==> src/rtl/intsrc_pkg.sv <==
package intsrc_pkg;
    localparam int NSRC   = 10;
    localparam int ADDR_W = 6;
    localparam int DATA_W = 32;
    // Sources whose polarity may be inverted.
    localparam logic [NSRC-1:0] POL_CAPABLE = 10'h030;

    localparam logic [ADDR_W-1:0] OFS_MASKED = 6'h00;
    localparam logic [ADDR_W-1:0] OFS_RAW    = 6'h04;
    localparam logic [ADDR_W-1:0] OFS_ENSET  = 6'h08;
    localparam logic [ADDR_W-1:0] OFS_ENCLR  = 6'h0C;
    localparam logic [ADDR_W-1:0] OFS_STEER  = 6'h14;
    localparam logic [ADDR_W-1:0] OFS_FAST   = 6'h18;
    localparam logic [ADDR_W-1:0] OFS_TPAT   = 6'h1C;
    localparam logic [ADDR_W-1:0] OFS_TSEL   = 6'h20;
    localparam logic [ADDR_W-1:0] OFS_POL    = 6'h24;

    typedef struct packed {
        logic [NSRC-1:0] en;
        logic [NSRC-1:0] steer;
        logic [NSRC-1:0] pol;
        logic [NSRC-1:0] tpat;
        logic            tsel;
    } cfg_t;

    typedef struct packed {
        logic irq;
        logic fiq;
    } req_t;
endpackage

==> src/rtl/intsrc_regs.sv <==
module intsrc_regs
    import intsrc_pkg::*;
(
    input  logic              clk,
    input  logic              rst_n,
    input  logic              wr_en,
    input  logic [ADDR_W-1:0] waddr,
    input  logic [NSRC-1:0]   wbits,
    output cfg_t              cfg_o
);
    cfg_t cfg_d, cfg_q;

    always_comb begin
        cfg_d = cfg_q;
        if (wr_en) begin
            case (waddr)
                OFS_ENSET: cfg_d.en    = cfg_q.en | wbits;
                OFS_ENCLR: cfg_d.en    = cfg_q.en & ~wbits;
                OFS_STEER: cfg_d.steer = wbits;
                OFS_POL:   cfg_d.pol   = wbits & POL_CAPABLE;
                OFS_TPAT:  cfg_d.tpat  = wbits;
                OFS_TSEL:  cfg_d.tsel  = wbits[0];
                default:   cfg_d = cfg_q;
            endcase
        end
    end

    always_ff @(posedge clk or negedge rst_n) begin
        if (!rst_n) cfg_q <= '0;
        else        cfg_q <= cfg_d;
    end

    assign cfg_o = cfg_q;
endmodule

==> src/rtl/intsrc_route.sv <==
module intsrc_route
    import intsrc_pkg::*;
(
    input  logic            clk,
    input  logic            rst_n,
    input  cfg_t            cfg,
    input  logic [NSRC-1:0] src_i,
    output logic [NSRC-1:0] raw_o,
    output logic [NSRC-1:0] norm_o,
    output logic [NSRC-1:0] fast_o,
    output req_t            req_o
);
    req_t            req_d, req_q;
    logic [NSRC-1:0] pick;

    always_comb begin
        pick   = cfg.tsel ? cfg.tpat : src_i;
        raw_o  = pick ^ cfg.pol;
        norm_o = raw_o & cfg.en & ~cfg.steer;
        fast_o = raw_o & cfg.en & cfg.steer;
        req_d.irq = |norm_o;
        req_d.fiq = |fast_o;
    end

    always_ff @(posedge clk or negedge rst_n) begin
        if (!rst_n) req_q <= '0;
        else        req_q <= req_d;
    end

    assign req_o = req_q;
endmodule

==> src/rtl/intsrc_ctrl.sv <==
module intsrc_ctrl
    import intsrc_pkg::*;
(
    input  logic              clk,
    input  logic              rst_n,
    input  logic [NSRC-1:0]   src_i,
    input  logic              bus_sel,
    input  logic              bus_wr,
    input  logic [ADDR_W-1:0] bus_addr,
    input  logic [DATA_W-1:0] bus_wdata,
    output logic [DATA_W-1:0] bus_rdata,
    output logic              irq_o,
    output logic              fiq_o
);
    cfg_t            cfg;
    req_t            req;
    logic [NSRC-1:0] raw_w, norm_w, fast_w;
    logic [NSRC-1:0] en_w, steer_w, pol_w;

    intsrc_regs u_regs (
        .clk   (clk),
        .rst_n (rst_n),
        .wr_en (bus_sel & bus_wr),
        .waddr (bus_addr),
        .wbits (bus_wdata[NSRC-1:0]),
        .cfg_o (cfg)
    );

    intsrc_route u_route (
        .clk    (clk),
        .rst_n  (rst_n),
        .cfg    (cfg),
        .src_i  (src_i),
        .raw_o  (raw_w),
        .norm_o (norm_w),
        .fast_o (fast_w),
        .req_o  (req)
    );

    assign en_w    = cfg.en;
    assign steer_w = cfg.steer;
    assign pol_w   = cfg.pol;

    always_comb begin
        bus_rdata = '0;
        case (bus_addr)
            OFS_MASKED: bus_rdata[NSRC-1:0] = norm_w;
            OFS_RAW:    bus_rdata[NSRC-1:0] = raw_w;
            OFS_ENSET:  bus_rdata[NSRC-1:0] = cfg.en;
            OFS_STEER:  bus_rdata[NSRC-1:0] = cfg.steer;
            OFS_FAST:   bus_rdata[NSRC-1:0] = fast_w;
            OFS_TPAT:   bus_rdata[NSRC-1:0] = cfg.tpat;
            OFS_TSEL:   bus_rdata[0]        = cfg.tsel;
            OFS_POL:    bus_rdata[NSRC-1:0] = cfg.pol;
            default:    bus_rdata = '0;
        endcase
    end

    assign irq_o = req.irq;
    assign fiq_o = req.fiq;
endmodule

==> config.mk <==
export PLATFORM = sky130hd
export DESIGN_NAME = intsrc_ctrl
export DESIGN_NICKNAME = d
export VERILOG_FILES = /design/src/rtl/intsrc_pkg.sv /design/src/rtl/intsrc_regs.sv /design/src/rtl/intsrc_route.sv /design/src/rtl/intsrc_ctrl.sv
export SDC_FILE = /design/constraint.sdc
export NUM_CORES = 1
export LEC_CHECK = 0
export ABC_AREA = 1
export BUFFER_PORTS_ARGS = -buffer_cell sky130_fd_sc_hd__buf_2
export CAP_MARGIN = 20
export CORE_UTILIZATION = 40
export DETAILED_ROUTE_END_ITERATION = 7
export PLACE_DENSITY_LB_ADDON = 0.2
export SLEW_MARGIN = 10
export SYNTH_ARGS = -nofsm -noshare
export SYNTH_HDL_FRONTEND = slang
export SYNTH_SLANG_ARGS = --single-unit
==> constraint.sdc <==
create_clock -name clk -period 3.4 [get_ports clk]
set_input_delay 0.17 -clock clk [delete_from_list [all_inputs] [get_ports clk]]
set_output_delay 0.17 -clock clk [all_outputs]
set_load 0.005 [all_outputs]
; Yosys cells after proc, flatten, opt, wreduce, memory -nomap -nowiden
; Cells that the tools add are included.
[op_classes]
eq_ne = 8
n_mux = 4
bitwise = 9
n_reduce_logical = 9
[ops]
columns = op, n
row1 = $pmux W9 S7, 1
row2 = $and A10 B10 Y10, 4
row3 = $not A10 Y10, 2
row4 = $pmux W10 S2, 1
row5 = $reduce_or A10 Y1, 2
row6 = $eq A6 B5 Y1 const B, 3
row7 = $eq A6 B4 Y1 const B, 2
row8 = $eq A6 B6 Y1 const B, 2
row9 = $mux W10, 1
row10 = $or A10 B10 Y10, 1
row11 = $reduce_and A2 Y1, 5
row12 = $xor A10 B6 Y10, 1
row13 = $pmux W1 S7, 1
row14 = $eq A6 B3 Y1 const B, 1
row15 = $logic_not A6 Y1, 1
row16 = $reduce_bool A2 Y1, 1
row17 = $and A1 B1 Y1, 1
[totals]
reg_bits = 35
in_bits = 52
output_inout_bits = 34
wordCells = 37

; Longest topological paths before layout
; Gate-level depths: netlist of run 1.
[logic_depth]
depth_word = 5
depth_mapped = 9
mapped_depth_nobuf = 9

; Modules after synthesis
; Synthesis of run 1 repeated with hierarchy kept, for this count alone.
[unflattened]
cells_unflattened = 503
area_unflattened_um2 = 3306.9
[modules_own_cells]
columns = mod, instances, cells_per_inst, area_per_inst_um2, seq_area_each_um2
row1 = intsrc_regs, 1, 168, 1601.5, 825.8
row2 = intsrc_ctrl, 1, 199, 1037.2, 0.0
row3 = intsrc_route, 1, 136, 668.1, 50.0

; Worst setup path before layout of run 1
; OpenSTA, ideal clock, no wires.
[synth_path]
path_kind = flip-flop to output port
start = register u_regs.cfg_q (netlist bit u_regs.cfg_o[0])
end = output port bus_rdata[6]
arrival_time_ps = 1155
required_ps = 3230
setup_slack_ps = 2075
path_stages_with_launch = 8
cell_sequence = dfrtp_1 -> inv_1 -> buf_4 -> nand2_1 -> nand2_1 -> nand3_1 -> or2_1 -> nand4_1
[synth_between]
elab_chain_len = 5
[synth_lines]
columns = element, line_no
row1 = start: declaration, intsrc_regs.sv:11  ; cfg_t cfg_d, cfg_q;
row2 = start signal: assignment, intsrc_regs.sv:30  ; else cfg_q <= cfg_d;
row3 = $mux W10 *, intsrc_route.sv:17  ; pick = cfg.tsel ? cfg.tpat : src_i;
row4 = $xor A10 B6 Y10 *, intsrc_route.sv:18  ; raw_o = pick ^ cfg.pol;
row5 = $and A10 B10 Y10, "intsrc_route.sv:19, intsrc_route.sv:20"
row6 = $and A10 B10 Y10 (on tied branches), "intsrc_route.sv:20, intsrc_route.sv:19"
row7 = $pmux W9 S7 *, intsrc_ctrl.sv:46  ; case (bus_addr)
row8 = end: declaration, intsrc_ctrl.sv:11  ; output logic [DATA_W-1:0] bus_rdata,
; Mark *: on every way between the ends. The rest lies on a longest branch, timed or not.

; Final worst setup path of run 1
; Ends and elaborated chain as after synthesis.

==> key figures, run 1 <==
Setup path
  – Crit-path slowest cell: dfrtp_1
  – Crit. Startpoint: u_regs.cfg_o[0]
  – Worst Path Class, Setup: flip-flop to primary output
  – R2R cell count: 7
  – Crit path arrival time: around 2.3 ns
  – WP data required: 3.23 ns
  – CP Cell Sequence: inv_1, nand2_1, nand2_1, nand3_1, or2_1, nand4_1, buf_2
  – Crit path top cell by count: nand2_1
  – CP startpoint kind: flip-flop
  – FF-to-FF End: u_route.req_o[0]
  – CP endpoint: bus_rdata[6]
  – Register-to-register setup slack: 1.38 ns
  – CP peak stage delay: 0.61 ns
  – Reg2reg start: u_regs.cfg_o[0]
  – CP Capture Type: primary output
  – CP Max Fanout: 15

STA
  – RSZ-0062 raised after global routing: false
  – Final WS setup: 0.9739 ns
  – Slew Viols, Final: 0
  – Final Hold Viols: 0
  – Setup violations, final: 0
  – Slew headroom: 45.14%
  – Final Cycle Share: a little under three quarters
  – Max Fclk: 412.2 MHz
  – Setup Skew: 0.01455 ns
  – Worst-margin pin slew: 0.8228 ns
  – Setup TNS: 0 ns
  – Min Tclk post-route: 2.426 ns

Clock network
  – Clock tree sinks: 35
  – CTS Hold Bufs: 1
  – Clock Path Buffers: 2
  – Max H-tree Level: 2
  – Latest clock arrival within the worst-skew pair: ~0.30 ns
  – CTS root buf: clkbuf_8
  – Setup Buffers After CTS: 0
  – Total CTS buffers: 5
  – Reg clk slew, reported paths: 0.09 ns
  – TritonCTS clock tree: done
  – CTS-repair resized insts: 0

Synthesis
  – Mean area per synthesized cell: 6.920 um^2
  – #FFs+latches synth: 35
  – Synth cell count leaders: nand2_1, inv_1, nand3_1, nor2_1, dfrtp_1
  – Count leader, synth: nand2_1
  – Area share of the leading cell type in the synthesized netlist: 33.40%
  – Mapped cell area: ~2600 um^2
  – Area leader, netlist: dfrtp_1
  – Synth unique cells: 28
  – Post-synth ARST share: 100.0%
  – Post-synth EDFFs: 0
  – Post-synthesis sequential area ratio: 33.40%
  – YS warnings: 0
  – Syn Inst Count: 379
  – Ys flop type: dfrtp_1
  – Dominant cells by area after synthesis: dfrtp_1, nand2_1, nand3_1, buf_4, inv_1

Power and ir drop
  – Reg power frac: about 44%
  – Logic gate share of total power: 16.2%
  – Total power: 1152 uW
  – P_int: 816.5 uW
  – Clock group share of total power: 40.2%
  – Sw Share: 29.14%
  – NetSw: 335.8 uW
  – VDD IR max: between 200 and 250 uV
  – Leakage power: 0.001508 uW
  – Cell Pwr Density: 393.1 nW/um^2

Finish
  – Final #Nets: about 470
  – # fillers: ~700
  – Fraction of layout cells with a size suffix above 1: 19.48%
  – Area growth from synthesis to layout: 11.78%
  – # diodes: 0

Placed design
  – IO buf count: 41
  – Pre-CTS setup slack: around 1.3 ns
  – Placer congestion estimate: about 0.84
  – HPWL after detailed placement: 4808 um

Floorplanning
  – Placement Rows: 29
  – Die width: 82.97 um
  – Initial Utilization: 41.30%
  – Die height: just over 80 um
  – Core Footprint: 6350 um^2
  – Die Area: 6884 um^2
  – Io pins: 86

Routing
  – Drt drc: 0
  – Drt wl/cell: 13.64 um
  – Vias: about 2500
  – ANT nets after route: 0
  – Via density: slightly below 5
  – Total Wirelength: slightly below 7000 um
  – Initial drt markers: 101
  – Total iterations of the first detailed-routing run: 4

Global routing
  – First-pass GRT wire length: 11230 um
  – Initial antenna violation count: 0
  – GRT Total Usage: a little over a fifth
  – Largest net degree at the start of global routing: 36
  – Grt total ovfl: 0
  – Vias in the first global route: around 2400

Min path
  – Hold Crit Class: input port to flip-flop

Status
  – Outcome: complete, no violations

Job
  – Max-capacitance violation count: 0
## how the worst min path moves through the flow
stage            startpoint                    endpoint  slack, ns  cells after the start
2_1_floorplan         rst_n  asynchronous set/reset pin      -0.13                      0
3_3_place_gp          rst_n  asynchronous set/reset pin       0.32                      1
3_5_place_dp          rst_n  asynchronous set/reset pin       0.32                      1
4_1_cts        bus_wdata[4]            u_regs.cfg_o[15]       0.09                      3
5_1_grt        bus_wdata[4]            u_regs.cfg_o[15]       0.11                      3
6_report       bus_wdata[4]            u_regs.cfg_o[15]       0.10                      3
## per-stage QoR
stage / area [um^2] / hold WS [ns] / instances / util, %
after floorplan: 2701 / -0.1256 / 400 / -
after global placement: 2785 / 0.3177 / 489 / 43.86
after detailed placement: 2785 / 0.3215 / 489 / 43.86
after CTS: 2932 / 0.09365 / 498 / 46.17
after global routing: 2932 / 0.1084 / 498 / 46.17
final: 2932 / 0.1024 / 498 / 46.17
## routing by layer
layer | global-route usage, % | wire length [um]
met1 | 26.54 | 3070
met2 | 35.10 | 3369
met3 | 3.877 | 277
met4 | 7.680 | 75
met5 | 0 | 0
## placed cells by master (no fill, tap or decap), types with 2 or more instances in the layout
cell type   n
bufinv_16   2
o21ai_0    14
nand3_1    37
clkbuf_8    5
or2_1       5
buf_2      41
nand3b_1    3
o21ai_1    18
inv_1      43
o21ai_2     6
a21oi_1    10
nand2_4     2
nor2_1     37
nand2_1    91
conb_1     22
nand4_1    22
dfrtp_1    35
nor2_4      4
nor2_2      8
nand2_2     6
## cell families (layout without fill, tap and decap cells)
| group | count (synthesis) | in the layout | synth area share, % |
|---|---|---|---|
| other cells | 1 | 22 | 0.1430 |
| simple gates | 219 | 219 | 41.17 |
| flops | 35 | 35 | 33.40 |
| buf+inv | 75 | 96 | 15.03 |
| compound gates | 49 | 49 | 10.26 |
## power by group through the flow
stage / Sequential, uW / Clock [uW] / Combinational [uW]
floorplan: 497 / 0 / 147
global placement: 508 / 0 / 184
detailed placement: 509 / 0 / 187
CTS: 501 / 474 / 189
global route: 508 / 490 / 214
finish: 502 / 463 / 187
## critical path: cells and delay by family, from the launching register on
family | cells | cell delay (ns)
buffers and inverters | 2 | 0.62
DFF | 1 | 0.61
and+or+nand+nor | 5 | 0.72
## cell type report
| cell class | instances | area (um^2) | area share, % |
|---|---|---|---|
| timing repair buffer | 42 | 215.2 | 7.341 |
| multi-input combinational | 290 | 1431 | 48.83 |
| tap | 77 | 96.34 | 3.286 |
| inverter | 46 | 176.4 | 6.018 |
| clock buffer | 5 | 68.82 | 2.347 |
| clock inverter | 3 | 67.56 | 2.305 |
| sequential | 35 | 875.8 | 29.88 |
Power figures use the tool's default switching activity.
==> inputs of run 2 (changes only) <==
- clock period: 3.4 -> 2 ns (I/O delays scaled with it)
==> key figures, run 2 (same netlist as run 1, synthesis figures left out) <==
Setup path
  – CP Buf/Inv Count: 3
  – CP Max Fanout: 11
  – WP data required: 1.90 ns
  – Crit-path leading delay family: buffers and inverters
  – CP Capture Type: primary output
  – CP Cell Sequence: clkinvlp_4, buf_6, nand2_1, nand3_1, nand2_2, nand4_1, nand4_1, buf_2
  – CP peak stage delay: 0.39 ns
  – FF-to-FF End: u_route.req_o[0]
  – Crit path top cell by count: nand4_1
  – CP startpoint kind: flip-flop
  – Crit-path slowest cell: dfrtp_1
  – R2R cell count: 7
  – Reg2reg start: u_regs.cfg_o[0]
  – Crit path arrival time: about 1.8 ns
  – Register-to-register setup slack: 0.50 ns
  – Worst Path Class, Setup: flip-flop to primary output

STA
  – Slew Viols, Final: 0
  – Worst-margin pin slew: roughly 0.82 ns
  – Min Tclk post-route: 1.858 ns
  – Setup violations, final: 0
  – Final Cycle Share: between 90 and 100%
  – Slew headroom: 45.32%
  – Setup Skew: 0.01390 ns
  – Final Hold Viols: 0
  – Setup TNS: 0 ns
  – Max Fclk: roughly 540 MHz
  – RSZ-0062 raised after global routing: false

Min path
  – Hold path cells: 3
  – Hold Crit Class: input port to flip-flop
  – Min-delay src: bus_wdata[5]
  – Hold Crit Endpoint: u_regs.cfg_o[16]

Finish
  – Design Area, Final: about 3000 um^2
  – Area growth from synthesis to layout: 12.64%
  – Final #Nets: 478
  – Most frequent cells in the layout: nand2_1, inv_1, buf_2
  – Commonest non-fill, non-tap cell in the layout: nand2_1
  – Fraction of layout cells with a size suffix above 1: 21.08%
  – # diodes: 0

Power and ir drop
  – Leakage power: 0.001522 uW
  – Cell Pwr Density: 600.5 nW/um^2
  – VDD IR max: roughly 380 uV

Routing
  – Total iterations of the first detailed-routing run: 4
  – Initial drt markers: 107
  – Via density: 5.056
  – Vias: 2548
  – ANT nets after route: 0
  – DR WL met2: 3370 um
  – Routed length on met1: roughly 3000 um
  – Total Wirelength: 6839 um
  – Drt drc: 0
  – Highest metal layer with signal wires: met4
  – Drt wl/cell: between 10 and 15 um
  – Met3 WL: between 400 and 500 um

Clock network
  – Clock tree sinks: 35
  – Reg clk slew, reported paths: 0.09 ns
  – Total CTS buffers: 5
  – Max H-tree Level: 2
  – TritonCTS clock tree: done
  – Setup Buffers After CTS: 0
  – CTS root buf: clkbuf_8
  – Latest clock arrival within the worst-skew pair: 0.30 ns
  – Clock Path Buffers: 2

Floorplanning
  – Core Footprint: 6350 um^2
  – Placement Rows: 29
  – Initial Utilization: 41.30%
  – Die Area: 6884 um^2
  – Die width: around 83 um
  – Io pins: 86
  – Die height: 82.97 um

Status
  – Outcome: complete, no violations

Global routing
  – Largest net degree at the start of global routing: 36
  – Initial antenna violation count: 0
  – First-pass GRT wire length: between 10000 and 15000 um
  – Grt total ovfl: 0
  – GRT Total Usage: 21.01%
  – Vias in the first global route: 2412

Job
  – Max-capacitance violation count: 0

Placed design
  – IO buf count: just over 40
  – Placer congestion estimate: 0.8474
  – DP Area: 2830 um^2
  – HPWL after detailed placement: 4963 um
-- run 2: changes by cell type in the layout (fill, tap and decap cells not counted) --
| cell | previous run | this run |
|---|---|---|
| buf_4 | 0 | 5 |
| bufinv_16 | 2 | 0 |
| clkbuf_8 | 5 | 7 |
| buf_6 | 0 | 1 |
| clkinvlp_4 | 1 | 2 |
| inv_1 | 43 | 42 |
| nand2_1 | 91 | 90 |
| nand2_2 | 6 | 7 |
-- run 2: stage by stage --
stage / util, % / power, uW / setup WS (ns) / cells / hold slack, ns
2_1_floorplan: - / 1094 / 0.7454 / 400 / -0.1956
3_3_place_gp: 44.57 / 1182 / 0.3855 / 495 / 0.2483
3_5_place_dp: 44.57 / 1193 / 0.3830 / 495 / 0.2446
4_1_cts: 46.36 / 1781 / 0.04806 / 504 / 0.04063
5_1_grt: 46.52 / 1872 / 0.02005 / 504 / 0.05109
6_report: 46.52 / 1774 / 0.1416 / 504 / 0.03928
-- run 2: final cells by class --
cell class,count,area [um^2]
Fill cell,678,3396
Clock buffer,7,96.34
Clock inverter,1,7.507
Inverter,46,180.2
Tap cell,77,96.34
Timing Repair Buffer,48,264.0
Multi-Input combinational cell,290,1434
Sequential cell,35,875.8
-- run 2: worst max path at each step --
stage | endpoint | cells after the start | from | slack [ns]
after floorplan | bus_rdata[6] | 7 | u_regs.cfg_o[0] | 0.75
after global placement | bus_rdata[6] | 7 | u_regs.cfg_o[0] | 0.39
after detailed placement | bus_rdata[6] | 7 | u_regs.cfg_o[0] | 0.38
after CTS | bus_rdata[6] | 7 | u_regs.cfg_o[0] | 0.05
after global routing | bus_rdata[2] | 8 | u_regs.cfg_o[0] | 0.02
final | bus_rdata[4] | 8 | u_regs.cfg_o[0] | 0.14
-- run 2: worst reg2reg max path: stages (launching register included) --
cell,delay [ns]
dfrtp_1,0.39
clkinvlp_4,0.28
nand2_1,0.15
nand2_1,0.10
nand3_1,0.10
nand2_1,0.07
nor2_1,0.16
nand4_1,0.12
-- run 2: layer usage --
layer | GRT usage, % | vias to the layer above
met5 | 0 | -
met4 | 6.113 | 0
met3 | 3.479 | 4
met2 | 36.74 | 90
met1 | 26.58 | 1170
li1 | - | 1284
-- run 2: timing repair --
item,in CTS,in global routing
hold buffers,1,0
endpoints found under the hold margin,35,0
resized for setup,0,3
setup endpoints to repair,0,6
-- run 2: power by group --
group	internal (uW)	total, uW	switching, uW
Clock	314	591	277
Combinational	117	336	219
Sequential	781	847	66.2
Total	1210	1770	563
